### src/rtl/pcm_serial_rx.sv
module pcm_serial_rx #(
  parameter int W           = 24,
  parameter int SHORT_W     = 16,
  parameter int SYNC_STAGES = 2,
  parameter int CNT_W       = 6
) (
  input  logic         clk,
  input  logic         rst_n,
  input  logic         bclk_i,
  input  logic         wclk_i,
  input  logic         sdata_i,
  input  logic [1:0]   fmt_i,
  output logic [W-1:0] left_o,
  output logic [W-1:0] right_o,
  output logic         valid_o
);

  localparam logic [1:0]       FMT_I2S  = 2'b00;
  localparam logic [CNT_W-1:0] SLOT_MAX = '1;
  localparam logic [CNT_W-1:0] W_C      = CNT_W'(W);

  logic [SYNC_STAGES-1:0] bclk_sh, wclk_sh, sdat_sh;
  logic                   bclk_d, wclk_prev, armed;
  logic [CNT_W-1:0]       slot;
  logic [W-1:0]           asm_q, rj_q, left_hold;

  wire bclk_s    = bclk_sh[SYNC_STAGES-1];
  wire wclk_s    = wclk_sh[SYNC_STAGES-1];
  wire sdat_s    = sdat_sh[SYNC_STAGES-1];
  wire bclk_rise = bclk_s & ~bclk_d;
  wire wclk_edge = wclk_s ^ wclk_prev;

  logic [CNT_W-1:0] offset, cur_slot, rel;
  logic             cap_en, prev_is_left;
  logic [W-1:0]     cap_mask, asm_next, done_word, rj_short;

  assign rj_short = {{(W-SHORT_W){rj_q[SHORT_W-1]}}, rj_q[SHORT_W-1:0]};

  always_comb begin
    offset       = (fmt_i == FMT_I2S) ? CNT_W'(1) : '0;
    cur_slot     = wclk_edge ? '0 : slot;
    rel          = cur_slot - offset;
    cap_en       = !fmt_i[1] && (cur_slot >= offset) && (rel < W_C);
    cap_mask     = {1'b1, {(W-1){1'b0}}} >> rel;
    asm_next     = (wclk_edge ? '0 : asm_q) | ((cap_en && sdat_s) ? cap_mask : '0);
    done_word    = fmt_i[1] ? (fmt_i[0] ? rj_short : rj_q) : asm_q;
    prev_is_left = (fmt_i == FMT_I2S) ? !wclk_prev : wclk_prev;
  end

  always_ff @(posedge clk or negedge rst_n) begin
    if (!rst_n) begin
      bclk_sh   <= '0;
      wclk_sh   <= '0;
      sdat_sh   <= '0;
      bclk_d    <= 1'b0;
      wclk_prev <= 1'b0;
      armed     <= 1'b0;
      slot      <= '0;
      asm_q     <= '0;
      rj_q      <= '0;
      left_hold <= '0;
      left_o    <= '0;
      right_o   <= '0;
      valid_o   <= 1'b0;
    end else begin
      bclk_sh <= {bclk_sh[SYNC_STAGES-2:0], bclk_i};
      wclk_sh <= {wclk_sh[SYNC_STAGES-2:0], wclk_i};
      sdat_sh <= {sdat_sh[SYNC_STAGES-2:0], sdata_i};
      bclk_d  <= bclk_s;
      valid_o <= 1'b0;
      if (bclk_rise) begin
        wclk_prev <= wclk_s;
        rj_q      <= {rj_q[W-2:0], sdat_s};
        asm_q     <= asm_next;
        slot      <= (cur_slot == SLOT_MAX) ? SLOT_MAX : cur_slot + CNT_W'(1);
        if (wclk_edge) begin
          armed <= 1'b1;
          if (armed) begin
            if (prev_is_left) begin
              left_hold <= done_word;
            end else begin
              left_o  <= left_hold;
              right_o <= done_word;
              valid_o <= 1'b1;
            end
          end
        end
      end
    end
  end

endmodule

### config.mk
export PLATFORM = sky130hd
export DESIGN_NAME = pcm_serial_rx
export DESIGN_NICKNAME = d
export VERILOG_FILES = /design/src/rtl/pcm_serial_rx.sv
export SDC_FILE = /design/constraint.sdc
export NUM_CORES = 1
export LEC_CHECK = 0
export CAP_MARGIN = 20
export CORE_MARGIN = 10
export CORE_UTILIZATION = 50
export DETAILED_ROUTE_END_ITERATION = 10
export MAX_ROUTING_LAYER = met4
export PLACE_DENSITY = 0.73
export SLEW_MARGIN = 20
export SYNTH_ARGS = -nofsm -noshare
export SYNTH_HDL_FRONTEND = slang
export SYNTH_SLANG_ARGS = --single-unit
### constraint.sdc
create_clock -name clk -period 2.7 [get_ports clk]
set_clock_uncertainty 0.15 [all_clocks]
set_input_delay 0.675 -clock clk [delete_from_list [all_inputs] [get_ports clk]]
set_output_delay 0.675 -clock clk [all_outputs]
set_load 0.02 [all_outputs]
Word-level counts from Yosys, hierarchy flattened:

Index checks and enable logic that the tools add are counted.

* flip-flop bits (word level): 136
* output and inout bits: 49
* logic and storage cells: 45
* input bits: 7

* bitwise gates (word level): 5
* $lt $le $gt $ge: 2
* reductions and logical operators: 9
* shifts and indexed selects: 1
* add/subtract/negate cells: 2
* multiplexer cells: 12
* equal/unequal tests: 1

Operators by type and width (number)
* $mux W24: 4
* $or A24 B24 Y24: 1
* $shr A24 B6 Y24 const A: 1
* $mux W6: 2
* $reduce_and A4 Y1: 2
* $add A6 B1 Y6 const B: 1
* $eq A6 B6 Y1 const B: 1
* $ge A6 B1 Y1: 1
* $lt A6 B5 Y1 const B: 1
* $mux W1: 6
* $sub A6 B1 Y6: 1
* $logic_and A1 B1 Y1: 3
* $logic_not A1 Y1: 2
* $logic_not A2 Y1: 1
* $not A1 Y1: 2
* $reduce_and A2 Y1: 1
* $and A1 B1 Y1: 1
* $xor A1 B1 Y1: 1

Logic depth before layout (Yosys ltp):

Gate-level depths: netlist (run 1).

* depth in word-level cells: 8
* depth in mapped cells: 9
* depth with buffers taken out: 7

Worst setup path before layout (run 1):

No wires, ideal clock.

* kind: input port to flip-flop
* start point: in fmt_i[1]
* end point: reg asm_q[4]
* required time: 2.472 ns
* path buffers: 2
* arrival time: 2.681 ns
* path slack: -0.209 ns
* setup time: 0.078 ns
* stages on the path: 8
* cells stage by stage: clkbuf_1 -> clkbuf_1 -> nor2_1 -> ha_1 -> or3b_2 -> a2111oi_0 -> a41oi_1 -> a21oi_1

* cells in the longest elaborated chain, start to end: 8
* elaborated cells between the ends (all ways): 12
* classes of those cells: 1 x add/sub; 2 x order compare; 1 x shift; 2 x mux; 1 x bitwise; 5 x reduce/logical

Ends and longest elaborated chain
* from (decl): line 12 `input logic [1:0] fmt_i,`
* $logic_not A2 Y1: line 40 `offset = (fmt_i == FMT_I2S) ? CNT_W'(1) : '0;`
* $mux W1: line 40
* $sub A6 B1 Y6 or $ge A6 B1 Y1 (tied branches): line 42, 43
* $lt A6 B5 Y1 or $logic_and A1 B1 Y1 (tied branches): line 43 `cap_en = !fmt_i[1] && (cur_slot >= offset) && (rel < W_C);`
* $logic_and A1 B1 Y1: line 43
* $logic_and A1 B1 Y1: line 45 `asm_next = (wclk_edge ? '0 : asm_q) | ((cap_en && sdat_s) ? cap_mask : '0);`
* $mux W24 (*): line 45
* $or A24 B24 Y24 (*): line 45
* to (signal assigned): line 74 `asm_q <= asm_next;`
* to (decl): line 25 `logic [W-1:0] asm_q, rj_q, left_hold;`

Every way passes the cells marked *; elsewhere a longest branch is shown, timed or not.
A chain may end at the register's enable or synchronous reset.

Final worst setup path (run 1):

* start point: in fmt_i[0]
* end point: reg left_o[2]

* cells in the longest elaborated chain, start to end: 4

Ends and longest elaborated chain
* $logic_not A2 Y1: line 47 `prev_is_left = (fmt_i == FMT_I2S) ? !wclk_prev : wclk_prev;`
* $mux W1: line 47
* $not A1 Y1 (no source line)
* $reduce_and A4 Y1 (no source line)
* to (signal assigned): line 82 `left_o <= left_hold;`
* to (decl): line 13 `output logic [W-1:0] left_o,`

Every way passes these cells.

==> reports/qor.txt, run 1 <==
fraction of registers with async set/reset -> 100.0%
H-Tree Level Count -> 4
root buf cell -> clkbuf_16
Placement Setup Slack -> -0.3547 ns
Post-synth EDFFs -> 0
vias in the first global route -> 4,345
Power Density -> 906.4 nW/um2
hold_buf cts -> 0
YS warnings -> 0
routed wire length -> 13,050 um
Peak Freq -> 379.9 MHz
Worst setup EP type -> flip-flop
final net count -> 624
Worst R2R Setup Slack -> 0.20 ns
Final Cell Area -> 7317 um2
Area Overhead vs Synth -> 26.20%
FF-to-FF path depth -> 8
synthesized area -> 5798 um2
GPL Wtd Cong -> 0.8770
CTS max path bufs -> 2
critical path's slowest cell -> or4b_2
CP peak stage delay -> 0.72 ns
P_leak -> 3.620 nW
via/cell ratio -> 5.392
Hold Path Class -> in2async
Worst EP arrival -> 2.78 ns
Final WS setup -> 0.06772 ns
Core Rows -> 39
post-synth top area cell -> dfrtp_1
Starting Density -> 51.00%
Reg2Reg Launch Point -> wclk_sh[1]
total congestion overflow -> 0
critical path peak fanout -> 34
Crit Path Category -> in2reg
Critical Path, Cell by Cell -> clkdlybuf4s50_1 > buf_4 > o21a_1 > or4b_2 > buf_12 > mux2_1
Yosys reg bits -> 136
antenna cells -> 0
initial antenna violation count -> 0
crit path time final -> 2.632 ns
RR Endpoint -> asm_q[4]
Final setup viols -> 0
CTS Buf Count -> 17
Die H -> 127.7 um
Die Wd -> 127.7 um
DR iter-0 viols -> 365
Core Util, Final -> 64.36%
Mapped Avg Cell Area -> 10.72 um2
layout cells sized above 1 -> 14.31%
Post-synth top cells -> 136 x dfrtp_1, 133 x nand2_1, 51 x o21ai_0
first-pass GRT wire length -> 22,270 um
largest net degree at the start of global routing -> 67
setup repair after global routing missed its margin -> false
top-count cell post-synth -> dfrtp_1
Avg WL per Cell -> 16.91 um
Tot Pwr -> 0.006632 W
TNS Setup -> 0 ns
Crit path required time -> 2.85 ns
Reg clk slew, reported paths -> 0.06 ns
Max Cap Violations -> 0
Tightest Pin Transition -> 0.6136 ns
status -> finished clean
I/O pin cnt -> 56
Post-DRT Antenna Nets -> 0
Seq/Total Area, Yosys -> 58.70%
synth unique cells -> 46
Synth Flop Type -> dfrtp_1
Max Transition Viols Final -> 0
Residual DRC -> 0
CP Launch Type -> input pin
clock tree from TritonCTS -> yes
syn_nets -> 549
all-layer global routing usage -> 17.57%
Area contributors post-synth -> dfrtp_1 59%, nand2_1 8.6%, mux2i_1 8.3%
core area -> 11,370 um2
post-synth top area share -> 58.70%
Tcrit/Tclk final -> 97.49%
final hold violations -> 0
vias -> 4,163
clk sinks -> 136
Max-slew headroom -> 59.09%
Max IR drop VDD -> 0.6489 mV
Detailed Place HPWL -> 8946 um
Gates resized, CTS repair -> 0
Area after DPL -> 6720 um2
postcts setup bufs -> 0
Cells after Synth -> 541
I/O Buffers -> 55
worst skew pair latency -> 0.42 ns
DRT Pass-1 Iters -> 4
Die Area -> 16,300 um2
## worst max-delay path: cells and delay by family
kind                   cells  cell delay [ns]
AND/OR/NAND/NOR            1             0.72
buffers and inverters      3             0.81
AO/OA/AOI/OAI              1             0.19
multiplexers               1             0.36
## state kept, by name, indices dropped and copies added (netlist names)
name,cells
asm_q,24
wclk_prev,1
left_hold,24
bclk_sh,2
wclk_sh,2
left_o,24
sdat_sh,2
rj_q,24
bclk_d,1
valid_o,1
armed,1
slot,6
right_o,24
## cell families (layout without fill, tap and decap cells)
group	Yosys count	in the layout	share of synthesized area (%)
AOI/OAI and AO/OA	86	86	8.977
xor gates and xnor gates	3	3	0.5828
adders and majority gates	1	1	0.2158
buffers and inverters	62	150	4.445
DFF	136	136	58.70
muxes	74	74	13.34
and+or+nand+nor	179	179	13.75
## routing by layer
layer / vias up / GRT usage [%] / routed length [um]
met5: - / - / 0
met4: 0 / 7.219 / 196
met3: 17 / 4.715 / 630
met2: 84 / 26.56 / 6195
met1: 2075 / 21.98 / 6031
li1: 1987 / - / -
## report_power, final
part	internal, W	total [W]	switching, W
Clock	0.00143	0.00229	0.000859
Combinational	0.000771	0.00165	0.000879
Sequential	0.00244	0.00269	0.000259
## layout make-up
class | instances | area (um2)
fill | 913 | 4053
sequential | 136 | 3403
multi-input combinational | 343 | 2162
timing repair buffer | 93 | 887.1
clock buffer | 21 | 470.5
tap | 143 | 178.9
clock inverter | 11 | 121.4
inverter | 25 | 93.84
## how the worst max path moves through the flow
stage,startpoint,end,slack [ns]
finish,fmt_i[0],left_o[2],0.07
global route,fmt_i[0],right_o[15],0.004
detailed placement,fmt_i[0],asm_q[4],-0.35
global placement,fmt_i[0],asm_q[4],-0.35
floorplan,fmt_i[1],asm_q[10],0.03
CTS,fmt_i[0],right_o[15],0.07
## cells in the final DEF, fill, tap and decap left out, types with 3 or more instances in the layout
cell and count:
clkdlybuf4s50_1 54, mux2_1 20, nand2_1 133, a32o_1 6, clkbuf_8 3, nor2_1 7
inv_1 25, o21ai_0 50, clkinv_2 4, mux2i_1 48, a21oi_1 10, a22o_1 7
buf_12 4, clkbuf_16 17, mux2_2 6, nor3_1 3, dfrtp_1 136, a31oi_1 3
buf_4 34, nand4_1 8
## through the flow
step,hold WS [ns],cells
6_report,0.09999,772
5_1_grt,0.1432,772
4_1_cts,0.1093,772
3_5_place_dp,0.1895,740
3_3_place_gp,0.1833,740
2_1_floorplan,0.1812,541
Note: power is estimated with default switching activity, not from simulation.
==> run 2, diff against run 1 <==
- CTS_CLUSTER_DIAMETER: unset -> 120
==> results of run 2 <==
No change in the layout: final DEF, timing and power equal those of run 1.
==> run 3, diff against run 2 <==
- GPL_ROUTABILITY_DRIVEN: unset -> 1
==> results of run 3 <==
No change in the layout: final DEF, timing and power equal those of run 1.
